**src/rtl/mtb_pkg.sv**
```systemverilog
// Package: shared types for the modulus time base.
// Assumes: nothing beyond IEEE 1800-2017.
package mtb_pkg;
    // Count direction held by the counter core.
    typedef enum logic {
        DIR_UP   = 1'b0,
        DIR_DOWN = 1'b1
    } dir_t;

    // Pin edge qualification settings.
    typedef struct packed {
        logic both;
        logic rise;
    } edge_cfg_t;
endpackage

```
**src/rtl/mtb_edge_detect.sv**
```systemverilog
// Module: synchronizes the external pin and emits one-cycle pulses on the
// qualifying edges.
// Assumes: ext_pin is asynchronous; edge settings are quasi-static.
module mtb_edge_detect #(
    parameter int SYNC_STAGES = 2
) (
    input  logic               clk,
    input  logic               rst_n,
    input  mtb_pkg::edge_cfg_t cfg,
    input  logic               pin,
    output logic               pulse
);
    localparam int LAST = SYNC_STAGES - 1;

    logic [SYNC_STAGES-1:0] sync_q;
    logic                   prev_q;
    logic                   rose;
    logic                   fell;

    // Build the synchronizer chain, one flop per stage.
    generate
        for (genvar i = 0; i < SYNC_STAGES; i++) begin : g_sync
            if (i == 0) begin : g_first
                // First stage samples the raw pin.
                always_ff @(posedge clk) begin
                    if (!rst_n) sync_q[0] <= 1'b0;
                    else        sync_q[0] <= pin;
                end
            end else begin : g_next
                // Later stages shift the level along.
                always_ff @(posedge clk) begin
                    if (!rst_n) sync_q[i] <= 1'b0;
                    else        sync_q[i] <= sync_q[i-1];
                end
            end
        end
    endgenerate

    // Hold the previous synchronized level for edge comparison.
    always_ff @(posedge clk) begin
        if (!rst_n) prev_q <= 1'b0;
        else        prev_q <= sync_q[LAST];
    end

    // Qualify the detected transition by the edge settings.
    always_comb begin
        rose  = sync_q[LAST] & ~prev_q;
        fell  = ~sync_q[LAST] & prev_q;
        if (cfg.both)      pulse = rose | fell;
        else if (cfg.rise) pulse = rose;
        else               pulse = fell;
    end

    // A single-edge pulse must leave the level equal to the chosen polarity.
    assert_edge_polarity_R4: assert property (@(posedge clk) disable iff (!rst_n)
        (pulse && !cfg.both) |-> (sync_q[LAST] == cfg.rise));
endmodule

```
**src/rtl/mtb_counter.sv**
```systemverilog
// Module: modulus counter core with up and up/down modes.
// Assumes: adv is a one-cycle step request; a_val is the registered match value.
module mtb_counter #(
    parameter int CNT_W = 24
) (
    input  logic             clk,
    input  logic             rst_n,
    input  logic             adv,
    input  logic             updown,
    input  logic [CNT_W-1:0] a_val,
    output logic [CNT_W-1:0] count,
    output logic             evt
);
    import mtb_pkg::*;

    localparam logic [CNT_W-1:0] ZERO = '0;
    localparam logic [CNT_W-1:0] ONE  = {{(CNT_W-1){1'b0}}, 1'b1};

    logic [CNT_W-1:0] cnt_q, cnt_d;
    dir_t             dir_q, dir_d;

    // Compute the next count, direction and flag event.
    always_comb begin
        cnt_d = cnt_q;
        dir_d = updown ? dir_q : DIR_UP;
        evt   = 1'b0;
        if (adv) begin
            if (!updown) begin
                if (cnt_q == a_val) begin
                    cnt_d = ZERO;
                    evt   = 1'b1;
                end else begin
                    cnt_d = cnt_q + ONE;
                end
            end else if (dir_q == DIR_UP) begin
                if (cnt_q == a_val) begin
                    if (a_val == ZERO) begin
                        evt = 1'b1;
                    end else begin
                        dir_d = DIR_DOWN;
                        cnt_d = cnt_q - ONE;
                    end
                end else begin
                    cnt_d = cnt_q + ONE;
                end
            end else begin
                if (cnt_q == ZERO) begin
                    dir_d = DIR_UP;
                    evt   = 1'b1;
                    cnt_d = (a_val == ZERO) ? ZERO : ONE;
                end else begin
                    cnt_d = cnt_q - ONE;
                end
            end
        end
    end

    // Register the count and direction.
    always_ff @(posedge clk) begin
        if (!rst_n) begin
            cnt_q <= ZERO;
            dir_q <= DIR_UP;
        end else begin
            cnt_q <= cnt_d;
            dir_q <= dir_d;
        end
    end

    assign count = cnt_q;

    // Without a step the count holds.
    assert_hold_without_step_R2: assert property (@(posedge clk) disable iff (!rst_n)
        !adv |=> $stable(cnt_q));

    // An up-mode step at the match returns to zero.
    assert_up_match_zero_R6: assert property (@(posedge clk) disable iff (!rst_n)
        (adv && !updown && cnt_q == a_val) |=> (cnt_q == ZERO));

    // A downward step at zero turns upward to one.
    assert_zero_turnaround_R8: assert property (@(posedge clk) disable iff (!rst_n)
        (adv && updown && dir_q == DIR_DOWN && cnt_q == ZERO && a_val != ZERO)
        |=> (cnt_q == ONE && dir_q == DIR_UP));
endmodule

```
**src/rtl/mtb_flag.sv**
```systemverilog
// Module: sticky event flag with a software clear; a new event wins over
// a clear in the same cycle.
// Assumes: set and clr are synchronous one-cycle strobes.
module mtb_flag (
    input  logic clk,
    input  logic rst_n,
    input  logic set,
    input  logic clr,
    output logic flag
);
    logic flag_q;

    // Hold, set or clear the flag.
    always_ff @(posedge clk) begin
        if (!rst_n)   flag_q <= 1'b0;
        else if (set) flag_q <= 1'b1;
        else if (clr) flag_q <= 1'b0;
    end

    assign flag = flag_q;

    // An event always leaves the flag set.
    assert_flag_set_wins_R9: assert property (@(posedge clk) disable iff (!rst_n)
        set |=> flag_q);

    // A clear without an event drops the flag.
    assert_flag_clear_R9: assert property (@(posedge clk) disable iff (!rst_n)
        (clr && !set) |=> !flag_q);
endmodule

```
**src/rtl/modulus_timebase.sv**
```systemverilog
// Module: top of the modulus time base. It selects the step source, holds
// the match register and joins the counter core with the sticky flag.
// Assumes: tick_in is a one-cycle prescaler strobe; ext_pin is asynchronous.
module modulus_timebase #(
    parameter int CNT_W       = 24,
    parameter int SYNC_STAGES = 2
) (
    input  logic             clk,
    input  logic             rst_n,
    input  logic             src_ext,
    input  logic             updown,
    input  logic             edge_both,
    input  logic             edge_rise,
    input  logic             tick_in,
    input  logic             ext_pin,
    input  logic             a_wr,
    input  logic [CNT_W-1:0] a_wdata,
    input  logic             flag_clr,
    output logic [CNT_W-1:0] count,
    output logic             flag
);
    import mtb_pkg::*;

    logic [CNT_W-1:0] a_q;
    logic             ext_pulse;
    logic             adv;
    logic             evt;
    edge_cfg_t        ecfg;

    // Gather the edge settings into one struct.
    assign ecfg = '{both: edge_both, rise: edge_rise};

    // Load the match register on a write strobe.
    always_ff @(posedge clk) begin
        if (!rst_n)    a_q <= '0;
        else if (a_wr) a_q <= a_wdata;
    end

    // Choose the step source.
    assign adv = src_ext ? ext_pulse : tick_in;

    mtb_edge_detect #(.SYNC_STAGES(SYNC_STAGES)) u_edge (
        .clk   (clk),
        .rst_n (rst_n),
        .cfg   (ecfg),
        .pin   (ext_pin),
        .pulse (ext_pulse)
    );

    mtb_counter #(.CNT_W(CNT_W)) u_cnt (
        .clk    (clk),
        .rst_n  (rst_n),
        .adv    (adv),
        .updown (updown),
        .a_val  (a_q),
        .count  (count),
        .evt    (evt)
    );

    mtb_flag u_flag (
        .clk   (clk),
        .rst_n (rst_n),
        .set   (evt),
        .clr   (flag_clr),
        .flag  (flag)
    );

    // With the pin selected, an idle pin leaves the count unchanged.
    assert_ext_ignores_tick_R3: assert property (@(posedge clk) disable iff (!rst_n)
        (src_ext && !ext_pulse) |=> $stable(count));
endmodule

```
**config.mk**
```make
export PLATFORM = sky130hd
export DESIGN_NAME = modulus_timebase
export DESIGN_NICKNAME = d
export VERILOG_FILES = /design/src/rtl/mtb_pkg.sv /design/src/rtl/mtb_edge_detect.sv /design/src/rtl/mtb_counter.sv /design/src/rtl/mtb_flag.sv /design/src/rtl/modulus_timebase.sv
export SDC_FILE = /design/constraint.sdc
export NUM_CORES = 1
export LEC_CHECK = 0
export ABC_AREA = 1
export ABC_CLOCK_PERIOD_IN_PS = 1800
export BUFFER_PORTS_ARGS = -buffer_cell sky130_fd_sc_hd__buf_2
export CORE_ASPECT_RATIO = 1.2
export CORE_MARGIN = 3
export CORE_UTILIZATION = 27
export CTS_CLUSTER_DIAMETER = 120
export DETAILED_ROUTE_END_ITERATION = 8
export HOLD_SLACK_MARGIN = 0.15
export PLACE_DENSITY_LB_ADDON = 0.2
export SYNTH_ARGS = -nofsm -noshare
export SYNTH_HDL_FRONTEND = slang
export SYNTH_SLANG_ARGS = --single-unit
export TNS_END_PERCENT = 20
```
**constraint.sdc**
```tcl
create_clock -name clk -period 1.8 [get_ports clk]
set_input_delay 0.45 -clock clk [delete_from_list [all_inputs] [get_ports clk]]
set_output_delay 0.45 -clock clk [all_outputs]
set_load 0.03 [all_outputs]
```
==> flow_summary_export.csv <==
group,metric,value,unit
worst_setup_path,end_kind,"flop",
synth,synthTopCellsByCount,"215 x nand2_1, 109 x nor2_1, 74 x inv_1",
clocking,insertion_delay,0.31,ns
clocking,cts_max_path_buffers,2,
clocking,cts.sinks,53,
worst_setup_path,cp_slowest_stage_delay,0.40,ns
sta,skew,0.00940,ns
drt,post_drt_wl_per_cell,13.9,µm
drt,viasPerCell,4.53,
sta,fin_ws,-0.185,ns
clocking,cts_tree,"done",
worst_setup_path,slowest_stage,"dfxtp_4",
placement,port_buffers,58,
worst_setup_path,cp_common_cell,"nand2_1",
synth,ys_seq_elements,53,
clocking,cts_made_buffers,5,
synth,synthFlopType,"dfxtp_1",
cells_and_area,design_area,6080,µm²
floorplan,start_util,0.281,
drt,vias,4978,
global_route,grt_antenna_before_repair,0,
synth,async_flop_share,0,
power_and_ir_drop,p_total,3.76,mW
cells_and_area,fillers,1655,
drt,finalWirelength,15300,µm
worst_setup_path,worstPathRequired,2.04,ns
clocking,clk_pin_slew,0.08,ns
placement,dp_slack,-0.306,ns
power_and_ir_drop,power_density,619,nW/µm²
worst_setup_path,cp_cell_sequence,"inv_4 > nand2_2 > nand2_2 > inv_1 > nand2_1 > nor2_1 > nand2_1 > nor2_2 > nand4_1 > nand2_2 > buf_12 > buf_4 > nand2_1 > nand2_1 > nor2_1 > nor2_1",
worst_setup_path,worst-path-buf-inv,4,
sta,finalHoldViolCount,0,
drt,drc_errors,0,
clocking,root_buffer,"clkbuf_16",
drt,dr.pass1.iters,5,
worst_setup_path,cp_max_fo,7,
synth,syn_area_per_cell,5.75,µm²
sta,tns,-2.68,ns
cells_and_area,drive_above_1_share,0.336,
synth,synth_cell_types,31,
synth,synthTopCellsByArea,"dfxtp_1 26%, nand2_1 20%, nor2_1 9.9%",
power_and_ir_drop,max-vdd-ir-drop,0.000325,V
worst_setup_path,crit_type,"reg2reg",
global_route,grt_pass1_wl,24500,µm
floorplan,floorplan.core_area,14700,µm²
synth,yosysMostFrequentCell,"nand2_1",
floorplan,dieWidth,119,µm
floorplan,num_rows,48,
sta,fmax,504,MHz
placement,dpl-instance-area,5630,µm²
min_path,hp-class,"in2reg",
synth,synth_edf_count,0,
synth,synth_largest_area_cell,"dfxtp_1",
job,max_cap_violations,0,
drt,drtIter0Drc,236,
sta,setup-violations-final,26,
floorplan,die_y,141,µm
synth,netlist_area,4110,µm²
sta,fin_crit_sh,1.10,
status,status,"finished, violations left",
sta,slew_headroom,0.689,
sta,worst_slew_pin_slew,0.466,ns
cells_and_area,post-route-util,0.415,
floorplan,io-pin-count,59,
status,violations,"negative setup slack",
power_and_ir_drop,p_leak,3.02,nW
clocking,cts_htree_levels,2,
synth,yosysWarnings,0,
synth,ys_seq_area_frac,0.258,
placement,globalplace.congestion,0.901,
worst_setup_path,start_kind,"flop",
sta,drv_slew,0,
drt,ant_nets,0,
floorplan,die_area,16800,µm²
global_route,grt_pass1_vias,4589,
worst_setup_path,critPathTopFamily,"simple AND/OR/NAND/NOR gates",
synth,synthCells,715,
cells_and_area,syn2layout_area_growth,47.7,%
global_route,grt_max_degree,47,
cells_and_area,antenna_cells,0,
global_route,overflow,0,
sta,period_minus_slack,1.99,ns
synth,yosysTopAreaCellShare,0.258,
cells_and_area,final_nets,936,
sta,rsz0062_at_grt,"true",
synth,syn-num-nets,754,
global_route,grt_usage,0.185,
placement,hpwl,12200,µm
worst_setup_path,arrival,2.23,ns
final cells by class:
type	instances	area (µm²)	share of cell area
Inverter	89	349	0.0575
Clock inverter	1	5.00	0.000824
Tap cell	200	250	0.0412
Clock buffer	7	154	0.0253
Multi-Input combinational cell	541	2700	0.444
Timing Repair Buffer	207	1500	0.247
Sequential cell	53	1120	0.184
per-layer routing:
metal,GRT usage,share of wire,vias up
met3,0.0253,0.047,21
li1,-,-,2604
met2,0.304,0.47,113
met5,0,0,-
met4,0.0580,0.022,0
met1,0.251,0.47,2240
what timing repair did:
item	in CTS	in global routing
endpoints found under the hold margin	0	0
endpoints found under the setup margin	26	26
setup buffers	8	3
gates resized for setup	43	24
pin swaps	11	14
hold buffers	0	0
where the power goes:
| group | internal [mW] | switching, mW |
|---|---|---|
| sequential | 1.25 | 0.0891 |
| clock | 0.602 | 0.502 |
| combinational | 0.589 | 0.736 |
| total | 2.44 | 1.33 |
worst paths after layout:
check	from	to	slack, ns	cells past startpoint
hold / removal	ext_pin	u_edge.sync_q[0]	0.33	3
hold reg to reg	u_edge.sync_q[0]	u_edge.sync_q[1]	0.41	2
setup / recovery	u_cnt.count[1]	u_cnt.count[9]	-0.19	16
setup reg to reg	u_cnt.count[1]	u_cnt.count[9]	-0.19	16
sequential cells by signal, summed over array words and instances (netlist names):
name	cells
a_q	24
u_edge.prev_q	1
u_cnt.dir_q	1
u_flag.flag	1
u_edge.sync_q	2
u_cnt.count	24
metrics by stage:
| step | hold slack [ns] | cells |
|---|---|---|
| final | 0.333 | 1098 |
| after global routing | 0.370 | 1098 |
| after CTS | 0.330 | 1095 |
| after detailed placement | 0.403 | 1079 |
| after global placement | 0.407 | 1079 |
| after floorplan | 0.390 | 715 |
worst reg2reg max path, cell delays in order (launching register included):
cell and delay, ns:
dfxtp_4 0.40, inv_4 0.05, nand2_2 0.05, nand2_2 0.06
inv_1 0.05, nand2_1 0.05, nor2_1 0.09, nand2_1 0.09
nor2_2 0.12, nand4_1 0.21, nand2_2 0.25, buf_12 0.15
buf_4 0.13, nand2_1 0.05, nand2_1 0.06, nor2_1 0.04
nor2_1 0.07
layout by cell type (no fill, tap or decap), types with 2 or more instances in the layout:
cell,synthesis,final
nor3_2,3,9
nor4_1,3,3
clkbuf_16,0,6
nand2_2,3,12
dfxtp_1,53,29
nand3_1,34,33
buf_2,12,58
nand2_1,215,206
inv_4,0,3
nor2_2,4,10
dfxtp_4,0,11
xnor2_1,5,5
nor2_1,109,98
buf_6,2,5
o21ai_1,2,4
o21a_1,2,2
nand4_1,13,13
buf_4,7,138
xor2_1,30,30
a21oi_1,48,44
ha_1,5,5
dfxtp_2,0,13
a21oi_2,0,3
o21ai_0,41,39
nor3_1,17,11
buf_12,0,6
inv_2,14,16
inv_1,74,68
nor2_4,0,5
cells by family (layout without fill, tap and decap cells):
family          count (synthesis)  in the layout  synth area share
simple gates                  405            405             0.408
buf+inv                       121            304             0.124
compound gates                 96             96             0.120
flops                          53             53             0.258
xor+xnor                       35             35            0.0745
fa+ha+maj                       5              5            0.0152
Power figures use the tool's default switching activity.
